--- src/rtl/prog_word_pkg.sv ---
package prog_word_pkg;

    parameter int REF_W   = 14;
    parameter int MAIN_W  = 11;
    parameter int SWAL_W  = 7;
    parameter int FLAGS_W = 4;
    parameter int MIN_RATIO = 3;

    localparam int REF_BODY = REF_W + FLAGS_W;
    localparam int DIV_BODY = MAIN_W + SWAL_W;
    localparam int WORD_W   = 1 + ((REF_BODY > DIV_BODY) ? REF_BODY : DIV_BODY);

    typedef logic [WORD_W-1:0] word_t;

    typedef struct packed {
        logic             pump_hi;
        logic             mon_sel;
        logic             phase_pol;
        logic             mod_sel;
        logic [REF_W-1:0] ratio;
    } ref_cfg_t;

    typedef struct packed {
        logic [MAIN_W-1:0] main_cnt;
        logic [SWAL_W-1:0] swal_cnt;
    } div_cfg_t;

    typedef enum logic {
        DEST_DIV = 1'b0,
        DEST_REF = 1'b1
    } dest_e;

    localparam ref_cfg_t REF_RESET = '{
        pump_hi: 1'b0, mon_sel: 1'b0, phase_pol: 1'b1, mod_sel: 1'b1,
        ratio: REF_W'(MIN_RATIO)
    };

    localparam div_cfg_t DIV_RESET = '{
        main_cnt: MAIN_W'(MIN_RATIO), swal_cnt: '0
    };

    function automatic dest_e word_dest(input word_t w);
        return dest_e'(w[0]);
    endfunction

    function automatic ref_cfg_t decode_ref(input word_t w);
        ref_cfg_t c;
        c.pump_hi   = w[WORD_W-1];
        c.mon_sel   = w[WORD_W-2];
        c.phase_pol = w[WORD_W-3];
        c.mod_sel   = w[WORD_W-4];
        c.ratio     = w[REF_W:1];
        return c;
    endfunction

    function automatic div_cfg_t decode_div(input word_t w);
        div_cfg_t c;
        c.main_cnt = w[WORD_W-1 -: MAIN_W];
        c.swal_cnt = w[SWAL_W:1];
        return c;
    endfunction

endpackage

--- src/rtl/pw_sync.sv ---
module pw_sync #(
    parameter int WIDTH  = 3,
    parameter int STAGES = 2
) (
    input  logic             clk,
    input  logic             rst,
    input  logic [WIDTH-1:0] async_i,
    output logic [WIDTH-1:0] level_o,
    output logic [WIDTH-1:0] rise_o
);
    localparam int LAST = STAGES - 1;

    logic [STAGES-1:0][WIDTH-1:0] pipe;
    logic [WIDTH-1:0]             hist;

    always_ff @(posedge clk) begin
        if (rst) pipe[0] <= '0;
        else     pipe[0] <= async_i;
    end

    generate
        for (genvar s = 1; s < STAGES; s++) begin : g_stage
            always_ff @(posedge clk) begin
                if (rst) pipe[s] <= '0;
                else     pipe[s] <= pipe[s-1];
            end
        end
    endgenerate

    always_ff @(posedge clk) begin
        if (rst) hist <= '0;
        else     hist <= pipe[LAST];
    end

    assign level_o = pipe[LAST];
    assign rise_o  = pipe[LAST] & ~hist;

    // A rise may not be reported on two consecutive cycles.
    AST_RISE_SINGLE: assert property (@(posedge clk) disable iff (rst)
        |rise_o |=> ((rise_o & $past(rise_o)) == '0)) else $error("rise held");

endmodule

--- src/rtl/pw_shift.sv ---
module pw_shift
    import prog_word_pkg::*;
(
    input  logic  clk,
    input  logic  rst,
    input  logic  sclk_rise_i,
    input  logic  le_level_i,
    input  logic  bit_i,
    output word_t word_o
);
    word_t sr;

    always_ff @(posedge clk) begin
        if (rst)
            sr <= '0;
        else if (sclk_rise_i && !le_level_i)
            sr <= {sr[WORD_W-2:0], bit_i};
    end

    assign word_o = sr;

    AST_NO_SHIFT_LE_HIGH: assert property (@(posedge clk) disable iff (rst)
        le_level_i |=> $stable(sr)) else $error("shift while strobe high");

    AST_SHIFT_ENTRY: assert property (@(posedge clk) disable iff (rst)
        (sclk_rise_i && !le_level_i) |=> (sr[0] == $past(bit_i))) else $error("bit lost");

endmodule

--- src/rtl/pw_banks.sv ---
module pw_banks
    import prog_word_pkg::*;
(
    input  logic     clk,
    input  logic     rst,
    input  logic     load_i,
    input  word_t    word_i,
    output ref_cfg_t ref_o,
    output div_cfg_t div_o,
    output logic     err_o
);
    ref_cfg_t ref_q;
    div_cfg_t div_q;
    logic     err_q;

    ref_cfg_t ref_new;
    div_cfg_t div_new;
    dest_e    dest;
    logic     ref_ok;
    logic     div_ok;
    logic     word_bad;

    always_comb begin
        ref_new  = decode_ref(word_i);
        div_new  = decode_div(word_i);
        dest     = word_dest(word_i);
        ref_ok   = ref_new.ratio >= REF_W'(MIN_RATIO);
        div_ok   = div_new.main_cnt >= MAIN_W'(MIN_RATIO);
        word_bad = (dest == DEST_REF) ? !ref_ok : !div_ok;
    end

    always_ff @(posedge clk) begin
        if (rst) begin
            ref_q <= REF_RESET;
            div_q <= DIV_RESET;
            err_q <= 1'b0;
        end else if (load_i) begin
            if (word_bad)
                err_q <= 1'b1;
            else if (dest == DEST_REF)
                ref_q <= ref_new;
            else
                div_q <= div_new;
        end
    end

    assign ref_o = ref_q;
    assign div_o = div_q;
    assign err_o = err_q;

    AST_HOLD_NO_LOAD: assert property (@(posedge clk) disable iff (rst)
        !load_i |=> ($stable(ref_q) && $stable(div_q))) else $error("bank moved");

    AST_DIV_KEEP_ON_REF: assert property (@(posedge clk) disable iff (rst)
        (load_i && word_i[0]) |=> $stable(div_q)) else $error("divider touched");

    AST_REF_KEEP_ON_DIV: assert property (@(posedge clk) disable iff (rst)
        (load_i && !word_i[0]) |=> $stable(ref_q)) else $error("reference touched");

    AST_REJECT_HOLD: assert property (@(posedge clk) disable iff (rst)
        (load_i && word_bad) |=> ($stable(ref_q) && $stable(div_q) && err_q)) else $error("bad word taken");

    AST_ERR_STICKY: assert property (@(posedge clk) disable iff (rst)
        err_q |=> err_q) else $error("error cleared");

    AST_RATIO_FLOOR: assert property (@(posedge clk) disable iff (rst)
        1'b1 |=> (ref_q.ratio >= REF_W'(MIN_RATIO) && div_q.main_cnt >= MAIN_W'(MIN_RATIO)))
        else $error("ratio below floor");

endmodule

--- src/rtl/prog_word_rx.sv ---
module prog_word_rx
    import prog_word_pkg::*;
#(
    parameter int SYNC_STAGES = 2
) (
    input  logic              clk,
    input  logic              rst,
    input  logic              ser_clk,
    input  logic              ser_dat,
    input  logic              ser_le,
    output logic [REF_W-1:0]  ref_ratio,
    output logic              mod_sel,
    output logic              phase_pol,
    output logic              mon_sel,
    output logic              pump_hi,
    output logic [MAIN_W-1:0] main_cnt,
    output logic [SWAL_W-1:0] swallow_cnt,
    output logic              cfg_err
);
    localparam int IDX_CLK = 0;
    localparam int IDX_DAT = 1;
    localparam int IDX_LE  = 2;
    localparam int N_LINES = 3;

    logic [N_LINES-1:0] lines_async;
    logic [N_LINES-1:0] lines_lvl;
    logic [N_LINES-1:0] lines_rise;
    word_t              shift_word;
    ref_cfg_t           ref_cfg;
    div_cfg_t           div_cfg;

    assign lines_async[IDX_CLK] = ser_clk;
    assign lines_async[IDX_DAT] = ser_dat;
    assign lines_async[IDX_LE]  = ser_le;

    pw_sync #(.WIDTH(N_LINES), .STAGES(SYNC_STAGES)) u_sync (
        .clk     (clk),
        .rst     (rst),
        .async_i (lines_async),
        .level_o (lines_lvl),
        .rise_o  (lines_rise)
    );

    pw_shift u_shift (
        .clk         (clk),
        .rst         (rst),
        .sclk_rise_i (lines_rise[IDX_CLK]),
        .le_level_i  (lines_lvl[IDX_LE]),
        .bit_i       (lines_lvl[IDX_DAT]),
        .word_o      (shift_word)
    );

    pw_banks u_banks (
        .clk    (clk),
        .rst    (rst),
        .load_i (lines_rise[IDX_LE]),
        .word_i (shift_word),
        .ref_o  (ref_cfg),
        .div_o  (div_cfg),
        .err_o  (cfg_err)
    );

    assign ref_ratio   = ref_cfg.ratio;
    assign mod_sel     = ref_cfg.mod_sel;
    assign phase_pol   = ref_cfg.phase_pol;
    assign mon_sel     = ref_cfg.mon_sel;
    assign pump_hi     = ref_cfg.pump_hi;
    assign main_cnt    = div_cfg.main_cnt;
    assign swallow_cnt = div_cfg.swal_cnt;

endmodule

--- config.mk ---
export PLATFORM = sky130hd
export DESIGN_NAME = prog_word_rx
export DESIGN_NICKNAME = d
export VERILOG_FILES = /design/src/rtl/prog_word_pkg.sv /design/src/rtl/pw_sync.sv /design/src/rtl/pw_shift.sv /design/src/rtl/pw_banks.sv /design/src/rtl/prog_word_rx.sv
export SDC_FILE = /design/constraint.sdc
export NUM_CORES = 1
export LEC_CHECK = 0
export BUFFER_PORTS_ARGS = -buffer_cell sky130_fd_sc_hd__buf_2
export CORE_MARGIN = 2
export CORE_UTILIZATION = 30
export CTS_CLUSTER_SIZE = 28
export DETAILED_ROUTE_END_ITERATION = 8
export GPL_TIMING_DRIVEN = 0
export HOLD_SLACK_MARGIN = 0.08
export REMOVE_ABC_BUFFERS = 1
export SLEW_MARGIN = 30
export SYNTH_ARGS = -nofsm -noshare
export SYNTH_HDL_FRONTEND = slang
export SYNTH_SLANG_ARGS = --single-unit
--- constraint.sdc ---
create_clock -name clk -period 3.9 [get_ports clk]
set_input_delay 0.585 -clock clk [delete_from_list [all_inputs] [get_ports clk]]
set_output_delay 0.585 -clock clk [all_outputs]
set_load 0.005 [all_outputs]
==> results.md, run 1 <==
Worst hold path:
- The startpoint of the worst hold path is u_sync.pipe[0]$_SDFF_PP0_.
- The worst hold path class is reg2reg.

Detailed routing:
- After detailed routing, the average wire length per cell comes to roughly 12 µm.
- The DRC marker count from the first detailed-route iteration is about 110.
- The detail route stage leaves a number of antenna-violating nets equal to 0.
- The routed via count is between 1.5k and 2k.
- In the routed design, unresolved DRC markers number 0.
- The number of iterations in the first detailed-routing pass is 4.
- Wires add up to roughly 5.3 mm.
- The via count normalized by instance count is approximately 4.5.

Setup path:
- The worst setup path is launched from a register.
- At the worst endpoint, the required time is between 4 and 5 ns.
- Of all nets on the critical path, the largest fanout is 9.
- Walking the worst path, the cells encountered are or4_4, o41ai_4, buf_6, nand2_1, a21oi_1.
- The setup slack of the worst register-to-register path is approximately 1.8 ns.
- On the worst path, the slowest cell contributes a delay of ~0.6 ns.
- The critical path in this run is classified as reg2reg.
- STA classifies the critical path endpoint as a register.
- The worst-path cell with the longest stage delay is o41ai_4.
- Data on the critical path arrives at its endpoint at ~2.3 ns.
- The startpoint identified for the worst register-to-register timing path is u_shift.word_o[15]$_SDFFE_PP0P_.
- The origin of the worst setup path is u_shift.word_o[15]$_SDFFE_PP0P_.

Final layout:
- Cells fill 36.6% of the core in the end.
- The final-layout fill cell count is between 800 and 900.
- The finished layout holds ~430 standard cells, fillers aside.
- The number of antenna diodes is 0.
- The most common cell after layout, fill and taps aside is nand2_1.
- For this run, the post-layout net count is between 300 and 400.
- In the layout the commonest cells are 68 x nand2_1, 64 x dfxtp_1, 42 x buf_2, 33 x a21oi_1, 28 x nand2b_1.
- The signed area change from the synthesized netlist to the final layout is 19.0%.
- The post-route netlist has roughly a fifth of its cells at a drive strength greater than 1.

Floorplanning:
- The number of top-level design ports is 42.
- The standard-cell row count is 33.
- The floorplan step defined a die boundary enclosing 9090 µm².
- For this configuration, the core starts out at a cell density of between 30% and 40%.
- The core footprint is 8130 µm².
- The die is 95.4 µm tall.
- The width of the die is roughly 95 µm.

Yosys:
- The number of standard cells after synthesis is 285.
- For this run, asynchronously set or reset flops after synthesis account for 0%.
- The post-synthesis compound-gate area fraction is 11.6%.
- The netlist area before placement is about 2500 µm².
- A synthesized cell averages approximately 9 µm².
- The largest family of logic cells by synthesized area is simple AND/OR/NAND/NOR gates.
- The area share of xor/xnor cells in the synthesized design is 0%.
- In this run, distinct cell masters in the synthesized netlist total 34.
- The main flop type after synthesis is dfxtp_1.
- The proportion of synthesized chip area in sequential cells is 51.2%.
- The number of flops mapped to enable cells by yosys is 0.
- Of the total synthesized cell area, the portion taken by full adders, half adders and majority gates is 0%.
- Multiplexer cells account for under 10% of the synthesized area.
- The count of warnings emitted by yosys is 0.
- The number of synthesized register bits is between 60 and 70.
- The simple-gate share of the synthesized area is a little over a quarter.

Placed design:
- The total of buffers placed on input and output ports is between 40 and 50.
- The final weighted congestion of routability-driven global placement is 0.806.
- The cell total after placement is approximately 420.
- Detailed placement ended at an HPWL of 3.35 mm.
- OpenSTA, run right after detailed placement, puts the worst setup slack at 1.62 ns.

Timing:
- The max-slew violation count is 0.
- The peak clock frequency supported by timing is about 0.48 GHz.
- Setup repair after global routing left no endpoint under its margin.
- The total of endpoints with negative setup slack in the final report is 0.
- Adding up every negative setup slack in the final design gives 0 ns.
- The post-route clock skew is between 0.005 and 0.006 ns.
- The headroom to the max-slew limit is between 40% and 50%.
- The worst hold slack is 0.436 ns.
- The number of hold-slack violations in the final timing report was 0.
- The final critical-path required period is 2.07 ns.
- Dividing the final minimum period by the clock period gives 53.1%.
- At the pin with the least slew margin, the transition time is around 0.79 ns.
- The worst setup slack after layout is around 1.8 ns.

Clock tree:
- The library cell used as clock root buffer is clkbuf_8.
- The hold-fix buffer count after cts is 0.
- Once the clock tree was built, the resizer swapped 0 gates to a different size.
- The number of H-tree levels is 3.
- The CTS tree is done.
- The register clock-pin slew on the reported worst setup and hold paths is 0.07 ns.
- The number of clock sinks is 64.
- Clock latency on the worst-skew pair, taken at its later pin, is between 0.3 and 0.4 ns.
- In this run, CTS created clock tree buffers numbering 9.
- The clock passes through at most 2 buffers.
- The number of buffers added for setup after CTS is 0.

Pwr:
- The power per cell area is roughly 410 nW/µm².
- The worst-case vdd ir drop is roughly 0.21 mV.
- The static leakage is about 1.2 nW.

Global routing:
- The combined global-route utilization of all metal layers is about 12%.
- The pin count of the biggest net entering global routing is 83.
- The first global-routing pass estimated between 8 and 9 mm of wire.
- The total overflow left after global routing is 0.
- The number of antenna violations at the first check in global routing is 0.
- The via count of the first global-routing pass came to roughly 1.8k.

Status:
- The run finished with clean final reports.

Flow run:
- The tool flagged a number of max-cap violations equal to 0.
sequential cells by signal, indices dropped and copies added, names as in the netlist:
name and flops:
u_shift.word_o 19, u_banks.ref_o 18, u_sync.hist 2, u_sync.pipe 3
u_sync.level_o 3, u_banks.err_o 1, u_banks.div_o 18
kinds of logic after synthesis:
family / count (synthesis)
buffers and inverters: 18
AND/OR/NAND/NOR: 138
multiplexers: 18
AO/OA/AOI/OAI: 47
flip-flops: 64
worst paths after layout:
path / cells after the start / end
min reg2reg: 1 / u_sync.level_o[0]$_SDFF_PP0_
max reg2reg: 5 / u_banks.div_o[11]$_SDFFE_PP0P_
min: 1 / u_sync.level_o[0]$_SDFF_PP0_
max: 5 / u_banks.div_o[11]$_SDFFE_PP0P_
per-stage QoR:
step | power (mW) | cell area [µm²]
floorplan | 0.689 | 2420
global placement | 0.706 | 2750
detailed placement | 0.708 | 2790
CTS | 1.23 | 2970
global route | 1.26 | 2980
finish | 1.21 | 2980
layer usage:
| layer | vias to the layer above | global-route usage [%] | share of wire [%] |
|---|---|---|---|
| li1 | 1025 | - | - |
| met4 | 0 | 5.07 | 0.99 |
| met5 | - | 0 | 0 |
| met1 | 886 | 15.1 | 48 |
| met3 | 8 | 5.30 | 6.1 |
| met2 | 48 | 19.2 | 44 |
critical path, delay by kind of cell (launching register included):
family / cells / cell delay (ns)
flops: 1 / 0.38
compound gates: 2 / 0.73
buf+inv: 1 / 0.23
simple gates: 2 / 0.65
layout make-up:
| type | count | area [µm²] | share of cell area, % |
|---|---|---|---|
| flip-flops and latches | 64 | 1280 | 43.0 |
| inverters | 1 | 3.75 | 0.126 |
| repair buffers | 45 | 236 | 7.93 |
| multi-input cells | 203 | 1140 | 38.4 |
| clock buffers | 13 | 169 | 5.67 |
| clock inverters | 3 | 15.0 | 0.504 |
| well taps | 105 | 131 | 4.41 |
where the power goes:
part           switching, mW  total (mW)  internal (mW)
clock network          0.238       0.517          0.280
registers            0.00208       0.660          0.658
logic                 0.0206      0.0331         0.0125
cell usage after synthesis (2+ instances only):
cell,number,area [µm²]
a21o_1,3,22.5
a21oi_1,33,165
a22oi_1,2,15.0
a31oi_1,2,12.5
buf_2,2,10.0
buf_4,2,15.0
clkbuf_1,11,41.3
dfxtp_1,64,1280
mux2i_1,18,180
nand2_1,68,255
nand2b_1,28,175
nand3_1,6,30.0
nor2_1,15,56.3
nor2b_1,9,56.3
nor3_1,2,10.0
o21ai_0,2,10.0
Note: power is estimated with default switching activity, not from simulation.
==> run 2: changes to the inputs <==
clock period = 2.1 ns   (was 3.9 ns; I/O delays follow)
==> run 2 against run 1 <==
Combinational power grew 85%; fmax increased by 4.9%; final cell count grew 0.46%; sequential cell count unchanged; worst setup slack worse by 1.7 ns; worst hold slack got worse by 0.25 ns; critical path type unchanged.
==> results.md, run 2 (synthesized netlist as in run 1, its figures left out) <==
Detailed routing:
- The detailed-route wire length per cell was 12.0 µm (-0.59%).
- The DRC marker count from the first detailed-route iteration came to 93 (-13%).
- The wire length after detailed routing is 5.25 mm (-0.13%).
- The sum of met3 wire segment lengths after detailed routing is 358 µm (+11%).
- The sum of routed wire segments on met1 is 2.49 mm (-2.2%).
- The via count normalized by instance count is 4.51 (-0.41%).
- The remaining routing DRC violations is 0 (unchanged).
- The remaining antenna violation count after routing was 0 (unchanged).
- In this run the top signal layer used is met4.
- The routed via count came to 1968 (+0.051%).
- The total length of routed met2 wires is 2.34 mm (about the same).
- The number of iterations in the first detailed-routing pass is 4 (unchanged).

Floorplanning:
- The initial core utilization is 30.8% (unchanged).
- The standard-cell row count is 33 (unchanged).
- The width of the die is 95.4 µm (unchanged).
- The core footprint is 8130 µm² (unchanged).
- The die height is 95.4 µm (unchanged).
- The number of top-level design ports is 42 (unchanged).
- The area of the die came to 9090 µm² (unchanged).

Placed design:
- The placed wire-length estimate is 3.35 mm (unchanged).
- The setup slack at placement is -0.179 ns (-1.80 ns).
- The final weighted congestion of routability-driven global placement is 0.806 (unchanged).
- The total placed instance area is 2790 µm² (unchanged).
- The total of buffers placed on input and output ports came to 41 (unchanged).

Global routing:
- The residual overflow from global routing is 0 (unchanged).
- The combined global-route utilization of all metal layers came to 12.4% (+0.033 points).
- The via count of the first global-routing pass was 1826 (+0.27%).
- The wire length of the first global-routing pass came to 8.55 mm (about the same).
- The pin count of the biggest net entering global routing is 83 (unchanged).
- The number of antenna violations at the first check in global routing is 0 (unchanged).

Timing:
- The max-slew violation count is 0 (unchanged).
- The slew of the pin with the lowest slew margin is 0.788 ns (-0.00339 ns).
- The total of endpoints with negative setup slack in the final report was 0 (unchanged).
- The number of hold-slack violations in the final timing report is 0 (unchanged).
- The worst setup slack after layout is 0.127 ns (-1.70 ns).
- The post-route clock skew came to 0.00556 ns (+0.000245 ns).
- The total negative setup slack is 0 ns (unchanged).
- The portion of the clock cycle consumed by the worst path in the final layout is 93.9% (+41 points).
- The headroom to the max-slew limit came to 47.4% (+0.23 points).
- The peak clock frequency supported by timing is 0.507 GHz (+4.9%).
- The final critical-path required period is 1.97 ns (-0.0972 ns).
- Setup repair after global routing left no endpoint under its margin.

Pwr:
- The switching portion of total power was 21.5% (about the same).
- The static leakage is 1.24 nW (+0.53%).
- The internal cell power is 1.76 mW (+86%).
- The power per cell area was 751 nW/µm² (+85%).
- The power consumption is 2.25 mW (+86%).
- The clock group share of total power was 42.7% (about the same).
- The combinational power share is 2.7% (about the same).
- The proportion of power drawn by flip-flops and latches is 54.5% (about the same).
- The worst-case vdd ir drop was 0.396 mV (+87%).
- The net switching power came to 483 µW (+86%).

Setup path:
- The data arrival time of the worst path was 2.17 ns (-0.16 ns).
- The type of the worst setup path is reg2reg.
- The startpoint type of the worst setup path is a register.
- The length in cells of the worst reg-to-reg path is 4 (-1).
- The highest fanout seen on the critical path came to 12 (+3).
- The data required time at the worst endpoint is 2.29 ns (-1.87 ns).
- STA classifies the critical path endpoint as a register.

Clock tree:
- The CTS tree is done.
- The CTS buffer count was 9 (unchanged).
- The number of H-tree levels is 3 (unchanged).
- The worst-case clock buffer depth is 2 (unchanged).
- The library cell used as clock root buffer is clkbuf_8.
- The register clock-pin slew on the reported worst setup and hold paths was 0.07 ns (about the same).
- The source-to-sink clock delay at the later pin of the worst-skew pair came to 0.34 ns (about the same).
- The number of clock sinks is 64 (unchanged).

Flow run:
- The max-cap violation count was 0 (unchanged).

Final layout:
- The post-route standard cell area excluding fillers came to 2990 µm² (+0.38%).
- The post-layout net count is 331 (+0.61%).
- The signed area change from the synthesized netlist to the final layout is 19.5%.
- The utilization after layout is 36.8% (+0.14 points).
- The ratio of cells with drive above 1 in the final layout came to 21.1% (+0.48 points).
- The number of antenna diodes came to 0 (unchanged).
- Leaving out fill and tap cells, the most frequent cells in the layout are 68 x nand2_1, 64 x dfxtp_1, 42 x buf_2, 33 x a21oi_1, 28 x nand2b_1.
- Leaving out fill and tap cells, the most frequent cell in the layout is nand2_1.
- The number of flip-flops under the largest register name is 19 (unchanged).
- The final-layout fill cell count is 841 (-0.12%).

Status:
- The flow ran to the end, and the final reports show no timing, DRC or antenna violations.

Worst hold path:
- In this run the worst hold path is classified as in2reg.
- The worst hold path depth is 2 (+1).
-- run 2: cell count changes in the layout (fill, tap and decap cells not counted), sizes merged --
cell and change:
buf +2
-- run 2: power groups by stage --
stage | clock network (mW) | logic (mW) | registers (mW)
6_report | 0.960 | 0.0614 | 1.23
5_1_grt | 1.05 | 0.0682 | 1.22
4_1_cts | 0.998 | 0.0627 | 1.23
3_5_place_dp | 0 | 0.0627 | 1.25
3_3_place_gp | 0 | 0.0602 | 1.25
2_1_floorplan | 0 | 0.0289 | 1.25
-- run 2: worst paths after layout --
kind                                         from                       endpoint  slack, ns
hold / removal                             ser_le      u_sync.pipe[2]$_SDFF_PP0_       0.18
setup / recovery  u_shift.word_o[15]$_SDFFE_PP0P_  u_banks.div_o[5]$_SDFFE_PP0P_       0.13
hold reg to reg         u_sync.pipe[0]$_SDFF_PP0_   u_sync.level_o[0]$_SDFF_PP0_       0.44
setup reg to reg  u_shift.word_o[15]$_SDFFE_PP0P_  u_banks.div_o[5]$_SDFFE_PP0P_       0.13
-- run 2: timing repair --
item / CTS / global route
endpoints found under the setup margin: 16 / 5
pin swaps: 1 / 1
resized for setup: 0 / 0
buffers inserted: 2 / 1
hold endpoints to repair: 0 / 0
hold buffers: 0 / 0
-- run 2: worst max-delay path, cell delays in order, from the launching register on --
cell	delay, ns
dfxtp_1	0.38
or4_4	0.59
o41a_1	0.62
nand2_1	0.16
a21oi_1	0.07
-- run 2: final cells by class --
type                       instances  area (µm²)  area share [%]
sequential                        64        1280            42.8
multi-input combinational        203        1140            38.2
timing repair buffer              47         248            8.28
clock buffer                      13         169            5.65
tap                              105         131            4.39
clock inverter                     3        15.0           0.502
inverter                           1        3.75           0.125
-- run 2: metrics by stage --
stage	std cells	hold WS, ns
CTS	435	0.167
floorplan	268	0.377
global placement	414	0.428
detailed placement	417	0.431
finish	436	0.183
global route	436	0.178
-- run 2: per-layer routing --
metal | GRT usage, % | vias up
met2 | 19.0 | 50
met3 | 5.30 | 9
li1 | - | 1030
met4 | 5.07 | 0
met1 | 15.4 | 879
met5 | 0 | -
